--- config.mk ---
export PLATFORM = sky130hd
export DESIGN_NAME = mw_eeprom_host
export DESIGN_NICKNAME = d
export VERILOG_FILES = /design/src/rtl/mw_eeprom_host.sv
export SDC_FILE = /design/constraint.sdc
export NUM_CORES = 1
export LEC_CHECK = 0
export BUFFER_PORTS_ARGS = -buffer_cell sky130_fd_sc_hd__clkbuf_2
export CAP_MARGIN = 25
export CORE_UTILIZATION = 40
export CTS_CLUSTER_DIAMETER = 120
export DETAILED_ROUTE_END_ITERATION = 8
export PLACE_DENSITY = 0.59
export SKIP_LAST_GASP = 1
export SYNTH_ARGS = -nofsm -noshare
export SYNTH_HDL_FRONTEND = slang
export SYNTH_SLANG_ARGS = --single-unit
--- constraint.sdc ---
create_clock -name clk -period 5.3 [get_ports clk]
set_clock_uncertainty 0.15 [all_clocks]
set_input_delay 1.06 -clock clk [delete_from_list [all_inputs] [get_ports clk]]
set_output_delay 1.06 -clock clk [all_outputs]
set_load 0.01 [all_outputs]
--- src/rtl/mw_eeprom_host.sv ---
`timescale 1ns/1ps
module mw_eeprom_host #(
  parameter int ADDR_W   = 10,
  parameter int DATA_W   = 16,
  parameter int SK_HALF  = 4,
  parameter int CS_GAP   = 32,
  parameter int BUSY_MAX = 1000000
) (
  input  logic              clk,
  input  logic              rst_n,
  input  logic              cmd_valid,
  output logic              cmd_ready,
  input  logic [1:0]        cmd_op,
  input  logic [ADDR_W-1:0] cmd_addr,
  input  logic [DATA_W-1:0] cmd_wdata,
  output logic              rsp_done,
  output logic [DATA_W-1:0] rsp_rdata,
  output logic              rsp_err,
  output logic              ee_cs,
  output logic              ee_sck,
  output logic              ee_mosi,
  input  logic              ee_miso
);
  localparam int HDR_W   = 3 + ADDR_W;
  localparam int FRAME_W = HDR_W + DATA_W;
  localparam int RD_BITS = HDR_W + 1 + DATA_W;
  localparam int TW      = $clog2((SK_HALF > CS_GAP ? SK_HALF : CS_GAP) + 1);
  localparam int BW      = $clog2(BUSY_MAX + 1);
  localparam int NW      = $clog2(RD_BITS + 1);
  localparam logic [1:0] OP_RD = 2'd0, OP_WR = 2'd1, OP_ARM = 2'd2, OP_DIS = 2'd3;

  typedef enum logic [2:0] {S_IDLE, S_SHIFT, S_MID, S_POLL, S_TAIL, S_DONE} st_t;
  st_t st;

  logic [FRAME_W-1:0] tx;
  logic [DATA_W-1:0]  rx;
  logic [TW-1:0]      tcnt;
  logic [BW-1:0]      tmo;
  logic [NW-1:0]      nbits, bidx;
  logic [1:0]         op_q;
  logic               armed, sk_q, err_q;

  wire half_end = (tcnt == TW'(SK_HALF - 1));
  wire gap_end  = (tcnt == TW'(CS_GAP - 1));

  assign cmd_ready = (st == S_IDLE);
  assign rsp_done  = (st == S_DONE);
  assign rsp_rdata = rx;
  assign rsp_err   = err_q;
  assign ee_cs     = (st == S_SHIFT) || (st == S_POLL);
  assign ee_sck    = sk_q;
  assign ee_mosi   = (st == S_SHIFT) & tx[FRAME_W-1];

  always_ff @(posedge clk or negedge rst_n) begin
    if (!rst_n) begin
      st <= S_IDLE; tx <= '0; rx <= '0; tcnt <= '0; tmo <= '0;
      nbits <= '0; bidx <= '0; op_q <= OP_RD;
      armed <= 1'b0; sk_q <= 1'b0; err_q <= 1'b0;
    end else begin
      case (st)
        S_IDLE: if (cmd_valid) begin
          op_q <= cmd_op;
          tcnt <= '0;
          bidx <= '0;
          if (cmd_op == OP_WR && !armed) begin
            err_q <= 1'b1;
            st    <= S_DONE;
          end else begin
            err_q <= 1'b0;
            st    <= S_SHIFT;
            case (cmd_op)
              OP_RD:   begin tx <= {3'b110, cmd_addr, {DATA_W{1'b0}}}; nbits <= NW'(RD_BITS); end
              OP_WR:   begin tx <= {3'b101, cmd_addr, cmd_wdata};      nbits <= NW'(FRAME_W); end
              OP_ARM:  begin tx <= {3'b100, 2'b11, {(ADDR_W-2){1'b0}}, {DATA_W{1'b0}}}; nbits <= NW'(HDR_W); end
              default: begin tx <= {3'b100, {ADDR_W{1'b0}}, {DATA_W{1'b0}}};            nbits <= NW'(HDR_W); end
            endcase
          end
        end
        S_SHIFT: begin
          tcnt <= half_end ? '0 : tcnt + 1'b1;
          if (half_end) begin
            if (!sk_q) sk_q <= 1'b1;
            else begin
              sk_q <= 1'b0;
              rx   <= {rx[DATA_W-2:0], ee_miso};
              tx   <= {tx[FRAME_W-2:0], 1'b0};
              bidx <= bidx + 1'b1;
              if (bidx == nbits - 1'b1) begin
                tmo <= '0;
                st  <= (op_q == OP_WR) ? S_MID : S_TAIL;
              end
            end
          end
        end
        S_MID: begin
          tcnt <= tcnt + 1'b1;
          tmo  <= tmo + 1'b1;
          if (gap_end) st <= S_POLL;
        end
        S_POLL: begin
          tmo  <= tmo + 1'b1;
          tcnt <= '0;
          if (ee_miso) st <= S_TAIL;
          else if (tmo >= BW'(BUSY_MAX - 1)) begin
            err_q <= 1'b1;
            st    <= S_TAIL;
          end
        end
        S_TAIL: begin
          tcnt <= tcnt + 1'b1;
          if (gap_end) begin
            if (op_q == OP_ARM) armed <= 1'b1;
            if (op_q == OP_DIS) armed <= 1'b0;
            st <= S_DONE;
          end
        end
        default: st <= S_IDLE;
      endcase
    end
  end
endmodule

==> reports/qor.txt, run 1 <==
Largest net degree at the start of global routing -> 49
XOR/XNOR Fraction of Synth Area -> 3.08%
Multi-input logic area -> 0.00195 mm^2
Hold Path Stages -> 1
Overflow left after global routing -> 0
Multiplexer area fraction after synthesis -> 5.74%
Slew Viols, Final -> 0
Psw -> 0.786 mW
Leak -> 2.26 nW
Core Area -> 0.0103 mm^2
Residual DRC -> 0
Hold Fails Final Rpt -> 0
Post_cts resized -> 0
Post-synthesis adder-cell area fraction -> 1.46%
HPWL after DPL -> 6230 um
Maximum clock path buffer count -> 2
Setup-failing EPs final -> 0
Largest family of logic cells by synthesized area -> compound AO/OA/AOI/OAI gates
GRT Util Overall -> 17.7%
EDFF count, synth -> 0
Max-cap violations -> 0
Total power -> 2.06 mW
Post-synth top flop -> dfrtp_1
Crit start category -> register
GRT met1 Usage -> 23.5%
Register area -> 0.00220 mm^2
Critical path arrival -> 3.53 ns
Upper clock frequency limit -> 0.292 GHz
Synth Area in Compound Gates -> 17.6%
Layout cells sized above 1 -> 17.4%
Final WL -> 8930 um
Depth of the CTS H-tree -> 3
Worst r2r path cells -> 4
Hold buffer count at CTS -> 0
Vias -> 3338
CP Class -> reg -> reg
Post CTS Setup Buffer Count -> 0
Peak supply drop -> 0.216 mV
Flop-to-flop setup slack -> 1.88 ns
Distinct cells, synth -> 50
Die W -> 105 um
Most common cell after layout, fill and taps aside -> dfrtp_1
Nets -> 516
Max FO, Critical Path -> 23
Vias/cell -> 5.38
RSZ-0062 raised after global routing -> no
Area growth syn-to-layout -> 14.2%
Fin crit period -> 3.42 ns
Total negative slack -> 0 ns
Die height -> 105 um
Switch share -> 38.1%
Most frequent cells in the layout -> dfrtp_1 (88), clkbuf_2 (52), nand2_1 (49)
Die ar. -> 0.0111 mm^2
#FFs+latches synth -> 88
Ant. Diodes -> 0
Combinational Power Share -> 32.8%
DRT iter0 DRCs -> 192
GR met2 Demand/Resource -> 28.5%
Clk sinks -> 88
Fin crit share -> 64.5%
Post-synthesis cell count -> 434
Starting Density -> 41.4%
Placer Congestion -> 0.796
Register share of total power -> 44.2%
Simple-Gate Fraction of Synth Area -> 17.6%
Clock latency on the worst-skew pair -> 0.37 ns
IO Pins -> 54
Mapped Nets -> 471
Sequential area share after synthesis -> 51.6%
First-pass GRT wire length -> 15700 um
Internal power component -> 1.28 mW
Filler instances -> 1004
DRT Pass-1 Iters -> 6
Rel. slew slack -> 34.8%
Crit. End Element -> register
Mapped Area -> 0.00427 mm^2
Antenna violations before repair -> 0
CTS tree -> built
Worst hold-check path type -> reg -> reg
Least-Margin Pin Slew -> 0.975 ns
Vias in the first global route -> 3314
PwrDens -> 423 mW/mm^2
Clock slew at reported path FFs -> 0.10 ns
Mean Syn Cell Area -> 9.84 um^2
Gr busiest metal -> met2
IO buf count -> 53
FP Rows -> 37
M3 GR Usage -> 3.83%
Ys Warns -> 0
Wire per inst -> 14.4 um
Post-DRT Antenna Nets -> 0
Critical Path RT -> 5.40 ns
CTS Buf Count -> 9
Clock power frac -> 23.0%
Post-synth ARST share -> 100%
Status -> complete, no violations
Root Buffer -> clkbuf_8
==> cell families after synthesis <==
family	Yosys count
flops	88
mux	22
fa+ha+maj	5
buf+inv	34
xor+xnor	15
simple gates	146
compound gates	124
==> stage by stage <==
step                      cells  hold WS, ns  utilization [%]  setup slack, ns  cell area [um^2]
after detailed placement    603        0.321             45.1             1.87              4660
after global placement      603        0.308             45.1             1.96              4660
final                       620        0.339             47.2             1.88              4880
after CTS                   619        0.345             47.0             1.85              4860
after global routing        620        0.359             47.2             1.65              4880
after floorplan             434        0.287                -             2.61              4270
==> registers in the layout, indices dropped and copies added (netlist names) <==
signal and count:
tx 29, op_q 2, ee_sck 1, st 3, bidx 5, tcnt 6
rsp_err 1, nbits 4, rsp_rdata 16, tmo 20, armed 1
==> layout make-up <==
class / instances / share of cell area [%]
sequential: 88 / 45.2
multi-input combinational: 312 / 40.0
timing repair buffer: 57 / 6.36
tap: 136 / 3.49
clock buffer: 9 / 2.54
clock inverter: 7 / 1.59
inverter: 11 / 0.847
==> synthesized netlist by cell type, types with 2 or more instances <==
cell type | instances | area share, %
nor3_1 | 8 | 0.94
and2_1 | 5 | 0.73
nand4_1 | 6 | 0.88
dfrtp_1 | 88 | 52
nand3_1 | 10 | 1.2
xnor2_1 | 5 | 1.0
or3_1 | 9 | 1.3
a22oi_1 | 15 | 2.6
nand2b_1 | 3 | 0.44
nor2b_1 | 3 | 0.44
mux2_1 | 17 | 4.5
o22a_1 | 3 | 0.62
o31ai_1 | 7 | 1.2
inv_1 | 11 | 0.97
a21o_1 | 2 | 0.35
nand2_1 | 49 | 4.3
ha_1 | 5 | 1.5
clkbuf_1 | 18 | 1.6
nor2_1 | 24 | 2.1
buf_1 | 4 | 0.35
o22ai_1 | 2 | 0.29
o41ai_1 | 2 | 0.41
o21ai_0 | 13 | 1.5
o2111ai_1 | 3 | 0.62
or4_1 | 5 | 0.88
mux2i_1 | 2 | 0.47
xor2_1 | 10 | 2.1
mux2_2 | 3 | 0.79
o21ai_1 | 34 | 4.0
and3_1 | 16 | 2.3
a21oi_1 | 33 | 3.9
==> metal layers <==
metal	share of wire (%)	wire, um
met2	47	4210
met5	0	0
met4	1.9	167
met1	48	4280
met3	3.0	272
==> power groups by stage <==
stage               registers [mW]  logic [mW]  clock network, mW
floorplan                    0.887       0.515                  0
global placement             0.921       0.660                  0
detailed placement           0.925       0.676                  0
CTS                          0.914       0.677              0.500
global route                 0.933       0.771              0.519
finish                       0.913       0.676              0.475
==> worst max-delay path, stage by stage (launching register included) <==
cell and delay, ns:
dfrtp_1 0.51, or3b_1 0.75, nor4b_2 0.72, nand2_1 0.66, mux2_1 0.51
==> final timing paths <==
kind	start	end
worst max-delay path	st[1]	rsp_rdata[5]
worst min-delay path	op_q[0]	armed
worst max register to register	st[1]	rsp_rdata[5]
worst min register to register	op_q[0]	armed
max in group asynchronous	rst_n	tx[4]
min in group asynchronous	rst_n	bidx[4]
(Power assumes the default switching activity.)
==> run 2, diff against run 1 <==
--- a/config.mk
+++ b/config.mk
@@ -10,7 +10,7 @@
 export CORE_UTILIZATION = 40
 export CTS_CLUSTER_DIAMETER = 120
 export DETAILED_ROUTE_END_ITERATION = 8
-export PLACE_DENSITY = 0.59
+export PLACE_DENSITY = 0.61
 export SKIP_LAST_GASP = 1
 export SYNTH_ARGS = -nofsm -noshare
 export SYNTH_HDL_FRONTEND = slang
==> constraint.sdc (replaced) <==
create_clock -name clk -period 2.8 [get_ports clk]
set_clock_uncertainty 0.15 [all_clocks]
set_input_delay 0.56 -clock clk [delete_from_list [all_inputs] [get_ports clk]]
set_output_delay 0.56 -clock clk [all_outputs]
set_load 0.01 [all_outputs]
==> run 2 against run 1 <==
Register-to-register slack lost 1.7 ns. Power grew 96%. Sequential cell count is the same. Combinational power grew 110%. Worst hold slack lost 0.32 ns. Clock power grew 94%. Die area is the same. Critical path type unchanged. Clock-buffer cell count grew 2. Wire length grew 1.2%. Sequential power grew 84%.
==> reports/qor.txt, run 2 (synthesis results as in run 1) <==
Die W -> 105 um (unchanged)
Post-Layout Cell Count -> 631 (+1.8%)
Peak supply drop -> 0.354 mV (+64%)
Upper clock frequency limit -> 0.377 GHz (+29%)
Internal power component -> 2.53 mW (+98%)
Least-Margin Pin Slew -> 0.733 ns (-0.242 ns)
Depth of the CTS H-tree -> 3 (unchanged)
Crit start category -> register
Nets -> 527 (+2.1%)
Inst Count DP -> 612 (+1.5%)
Gr busiest metal -> met2
Worst hold margin -> 0.0141 ns (-0.325 ns)
Area growth syn-to-layout -> 18.4%
DP Area -> 0.00475 mm^2 (+2.0%)
RSZ-0062 raised after global routing -> yes
Max FO, Critical Path -> 7 (-70%)
Die height -> 105 um (unchanged)
Slew Viols, Final -> 0 (unchanged)
Top reg by flops -> tx
DRT iter0 DRCs -> 227 (+18%)
IO buf count -> 53 (unchanged)
Flop-to-flop setup slack -> 0.15 ns (-1.73 ns)
Hold Fails Final Rpt -> 0 (unchanged)
Total negative slack -> 0 ns (unchanged)
Die ar. -> 0.0111 mm^2 (unchanged)
Clock power frac -> 22.8% (-0.2 points)
Clk sinks -> 88 (unchanged)
Clock slew at reported path FFs -> 0.09 ns (about the same)
Post-DRT Antenna Nets -> 0 (unchanged)
Antenna violations before repair -> 0 (unchanged)
Critical Path RT -> 2.94 ns (-2.46 ns)
Placer Congestion -> 0.765 (-3.9%)
Status -> complete, no violations
Setup-failing EPs final -> 0 (unchanged)
Max-cap violations -> 0 (unchanged)
Vias -> 3378 (+1.2%)
CP Class -> reg -> reg
DRT Pass-1 Iters -> 4 (-2)
CTS tree -> built
Worst hold-check path type -> in -> async
Vias/cell -> 5.35 (-0.57%)
Maximum clock path buffer count -> 2 (unchanged)
Overflow left after global routing -> 0 (unchanged)
Max reg flops -> 29 (unchanged)
CTS Buf Count -> 9 (unchanged)
Wire per inst -> 14.3 um (-0.61%)
Layout cells sized above 1 -> 21.0% (+3.7 points)
Core Area -> 0.0103 mm^2 (unchanged)
Switch share -> 37.6% (-0.52 points)
GRT met1 Usage -> 23.7% (+0.24 points)
Crit. End Element -> register
Reg-to-reg critical path endpoint -> tmo[15]
GRT Util Overall -> 17.4% (-0.29 points)
Register share of total power -> 41.6% (-2.6 points)
Combinational Power Share -> 35.6% (+2.8 points)
Filler instances -> 956 (-4.8%)
Ant. Diodes -> 0 (unchanged)
HPWL after DPL -> 6220 um (-0.18%)
Residual DRC -> 0 (unchanged)
Leak -> 2.32 nW (+2.7%)
Most common cell after layout, fill and taps aside -> dfrtp_1
PwrDens -> 800 mW/mm^2 (+89%)
Vias in the first global route -> 3256 (-1.8%)
Fin crit period -> 2.65 ns (-0.766 ns)
GR met2 Demand/Resource -> 28.0% (-0.52 points)
Most frequent cells in the layout -> dfrtp_1 (88), clkbuf_2 (52), nand2_1 (49)
IO Pins -> 54 (unchanged)
Critical path arrival -> 2.80 ns (-0.73 ns)
Clock latency on the worst-skew pair -> 0.36 ns (about the same)
Rel. slew slack -> 50.9% (+16 points)
M3 GR Usage -> 2.91% (-0.93 points)
Fin crit share -> 94.8% (+30 points)
Worst r2r path cells -> 10 (+6)
Final WL -> 9030 um (+1.2%)
Largest net degree at the start of global routing -> 57 (+16%)
Reg2reg start -> nbits[0]
Psw -> 1.52 mW (+93%)
FP Rows -> 37 (unchanged)
Root Buffer -> clkbuf_8
Starting Density -> 41.4% (unchanged)
First-pass GRT wire length -> 15600 um (-0.70%)
Finished Cell Area -> 0.00506 mm^2 (+3.7%)
## run 2: worst max-delay path: stages, from the launching register on
cell	delay, ns
dfrtp_1	0.35
inv_1	0.06
ha_2	0.19
ha_4	0.27
xor2_2	0.13
nand4_1	0.16
nor4b_4	0.26
buf_6	0.19
o211ai_4	0.12
or4_4	0.56
a21oi_2	0.15
## run 2: repair_timing
item	CTS	global route
resized for setup	2	12
pin swaps	0	4
endpoints found under the hold margin	0	0
buffers inserted	1	2
setup endpoints to repair	8	13
hold buffers	0	0
## run 2: final cells by class
cell class	instances	area, um^2	share of cell area, %
sequential	88	2200	43.5
multi-input combinational	312	2030	40.1
timing repair buffer	68	409	8.09
tap	136	170	3.36
clock buffer	11	141	2.80
clock inverter	5	63.8	1.26
inverter	11	41.3	0.816
## run 2: per-layer routing
layer / share of wire (%) / vias to the layer above
met5: 0 / -
met4: 1.5 / 0
met3: 3.4 / 11
met2: 46 / 62
met1: 49 / 1638
li1: - / 1667
## run 2: worst max path at each step
stage / from / to / cells after the start
after floorplan: nbits[0] / st[0] / 9
final: nbits[0] / tmo[15] / 10
after global routing: nbits[0] / tmo[18] / 10
after detailed placement: nbits[0] / tmo[12] / 10
after global placement: nbits[0] / st[0] / 10
after CTS: nbits[0] / tmo[15] / 10
## run 2: power groups by stage
stage	sequential, mW	clock, mW	combinational [mW]
after floorplan	1.68	0	0.975
final	1.68	0.922	1.44
after global routing	1.71	1.00	1.62
after detailed placement	1.71	0	1.37
after CTS	1.68	0.958	1.39
after global placement	1.70	0	1.36
## run 2: per-stage QoR
step | setup slack [ns] | total power, mW | utilization [%]
CTS | 0.00305 | 4.03 | 48.2
finish | 0.145 | 4.05 | 49.0
floorplan | 0.108 | 2.65 | -
detailed placement | -0.0518 | 3.08 | 46.0
global route | -0.0145 | 4.33 | 49.0
global placement | 0.0968 | 3.06 | 46.0
==> run 3, diff against run 2 <==
--- a/config.mk
+++ b/config.mk
@@ -10,7 +10,7 @@
 export CORE_UTILIZATION = 40
 export CTS_CLUSTER_DIAMETER = 120
 export DETAILED_ROUTE_END_ITERATION = 8
-export PLACE_DENSITY = 0.61
+export PLACE_DENSITY = 0.59
 export SKIP_LAST_GASP = 1
 export SYNTH_ARGS = -nofsm -noshare
 export SYNTH_HDL_FRONTEND = slang
==> constraint.sdc (replaced) <==
create_clock -name clk -period 3.3 [get_ports clk]
set_clock_uncertainty 0.15 [all_clocks]
set_input_delay 0.66 -clock clk [delete_from_list [all_inputs] [get_ports clk]]
set_output_delay 0.66 -clock clk [all_outputs]
set_load 0.01 [all_outputs]
==> run 3 against run 2 <==
Non-clock buffer count shrank 9. First-iteration DRC count shrank 26%. Via count fell by 2.7%. Clock power decreased by 21%. Design area decreased by 3.6%. Critical path depth shrank 1. Register-to-register slack improved by 0.20 ns. Largest power group unchanged. Worst hold slack better by 0.17 ns. Sequential share of layout area increased by 1.6 points. Critical path type unchanged. Combinational power decreased by 24%. Clock-buffer cell count fell by 1. Largest cell class unchanged.
==> reports/qor.txt, run 3 (synthesis results as in run 1) <==
Core Area -> 0.0103 mm^2 (unchanged)
Clock slew at reported path FFs -> 0.09 ns (about the same)
CP max stage cell -> nor4b_4
Nets -> 518 (-1.7%)
CP Class -> reg -> reg
Clock power frac -> 22.2% (-0.6 points)
Gr busiest metal -> met2
Layout cells sized above 1 -> 17.3% (-3.7 points)
Die height -> 105 um (unchanged)
Depth of the CTS H-tree -> 3 (unchanged)
Combinational Power Share -> 33.4% (-2.2 points)
Rel. slew slack -> 49.5% (-1.4 points)
Antenna violations before repair -> 0 (unchanged)
RSZ-0062 raised after global routing -> no
Total negative slack -> 0 ns (unchanged)
HPWL after DPL -> 6100 um (-1.9%)
Critical path cell sequence -> inv_1, ha_1, ha_1, xor2_1, nand4_1, nor4b_4, o2111ai_1, or3_1, a21oi_1
Most frequent cells in the layout -> dfrtp_1 (88), clkbuf_2 (52), nand2_1 (49)
Ant. Diodes -> 0 (unchanged)
First-pass GRT wire length -> 14900 um (-4.5%)
Upper clock frequency limit -> 0.338 GHz (-10%)
Starting Density -> 41.4% (unchanged)
Hold Fails Final Rpt -> 0 (unchanged)
Max-cap violations -> 0 (unchanged)
DRT Pass-1 Iters -> 4 (unchanged)
Vias/cell -> 5.29 (-1.1%)
Maximum clock path buffer count -> 2 (unchanged)
Area growth syn-to-layout -> 14.2%
Most common cell after layout, fill and taps aside -> dfrtp_1
Peak supply drop -> 0.251 mV (-29%)
Least-Margin Pin Slew -> 0.755 ns (+0.0220 ns)
Die ar. -> 0.0111 mm^2 (unchanged)
Wire per inst -> 14.2 um (-0.48%)
Internal power component -> 2.05 mW (-19%)
Placer Congestion -> 0.759 (-0.69%)
Slew Viols, Final -> 0 (unchanged)
IO buf count -> 53 (unchanged)
Crit start category -> register
Clock latency on the worst-skew pair -> 0.35 ns (about the same)
GRT Util Overall -> 16.8% (-0.62 points)
GR met2 Demand/Resource -> 25.5% (-2.5 points)
Clk sinks -> 88 (unchanged)
Fin crit share -> 89.7% (-5.1 points)
Root Buffer -> clkbuf_8
Leak -> 2.26 nW (-2.7%)
FP Rows -> 37 (unchanged)
Post CTS Setup Buffer Count -> 0 (-1)
Critical path's largest stage delay -> 0.51 ns (-0.05 ns)
Psw -> 1.24 mW (-18%)
Register share of total power -> 44.5% (+2.9 points)
CTS tree -> built
Die W -> 105 um (unchanged)
Flop-to-flop setup slack -> 0.34 ns (+0.20 ns)
Post-DRT Antenna Nets -> 0 (unchanged)
Post_cts resized -> 0 (-2)
Max reg flops -> 29 (unchanged)
Vias in the first global route -> 3146 (-3.4%)
CP most frequent cell -> ha_1
Largest net degree at the start of global routing -> 57 (unchanged)
GRT met1 Usage -> 23.5% (-0.21 points)
Worst hold-check path type -> in -> async
Max FO, Critical Path -> 9 (+2)
Vias -> 3287 (-2.7%)
Setup-failing EPs final -> 0 (unchanged)
IO Pins -> 54 (unchanged)
Top reg by flops -> tx
M3 GR Usage -> 3.83% (+0.93 points)
Crit. End Element -> register
Switch share -> 37.7% (+0.13 points)
Overflow left after global routing -> 0 (unchanged)
Hold buffer count at CTS -> 0 (unchanged)
Total power -> 3.29 mW (-19%)
Critical path arrival -> 3.09 ns (+0.29 ns)
Critical Path RT -> 3.43 ns (+0.49 ns)
Status -> complete, no violations
Fin crit period -> 2.96 ns (+0.305 ns)
CTS Buf Count -> 9 (unchanged)
PwrDens -> 674 mW/mm^2 (-16%)
Final WL -> 8850 um (-2.1%)
DRT iter0 DRCs -> 169 (-26%)
Residual DRC -> 0 (unchanged)
run 3: changes by cell type in the layout (fill, tap and decap cells not counted), sizes merged:
cell      previous run  this run
inv                 12        11
clkbuf              63        62
clkinvlp             1         2
buf                 16         7
run 3: per-stage QoR:
stage	worst slack [ns]	hold slack [ns]	std cells	util [%]	area (um^2)
final	0.341	0.182	621	47.2	4880
after global routing	0.145	0.211	621	47.2	4880
after CTS	0.309	0.182	621	47.2	4880
after detailed placement	0.324	0.316	606	45.4	4690
after global placement	0.475	0.313	606	45.4	4690
after floorplan	0.608	0.214	434	-	4270
run 3: metal layers:
metal  part of all wire (%)  up-vias
met4                    1.2        0
met2                     45       61
met3                    4.2        7
met1                     50     1574
li1                       -     1645
met5                      0        -
run 3: layout make-up:
cell class | instances | area (um^2)
clock buffers | 10 | 128
fillers | 994 | 5450
clock inverters | 5 | 58.8
well taps | 136 | 170
inverters | 11 | 41.3
multi-input cells | 312 | 1950
repair buffers | 59 | 325
flip-flops and latches | 88 | 2200
run 3: path summary, 6_finish.rpt:
check | from | to | cells past startpoint
max | nbits[0] | tmo[14] | 9
min | rst_n | tmo[18] | 1
max reg2reg | nbits[0] | tmo[14] | 9
min reg2reg | op_q[0] | armed | 1
max in group asynchronous | rst_n | bidx[3] | 2
min in group clk | op_q[0] | armed | 1
run 3: power groups by stage:
stage | Sequential (mW) | Clock (mW) | Combinational (mW)
2_1_floorplan | 1.43 | 0 | 0.827
3_3_place_gp | 1.48 | 0 | 1.08
3_5_place_dp | 1.49 | 0 | 1.10
4_1_cts | 1.46 | 0.757 | 1.11
5_1_grt | 1.50 | 0.793 | 1.24
6_report | 1.46 | 0.729 | 1.10
run 3: critical path: cells and delay by family (launching register included):
family / cells / cell delay, ns
AND/OR/NAND/NOR: 3 / 1.10
adder cells (fa/ha/maj): 2 / 0.48
AO/OA/AOI/OAI: 2 / 0.55
buffers and inverters: 1 / 0.08
flip-flops: 1 / 0.40
XOR/XNOR: 1 / 0.15
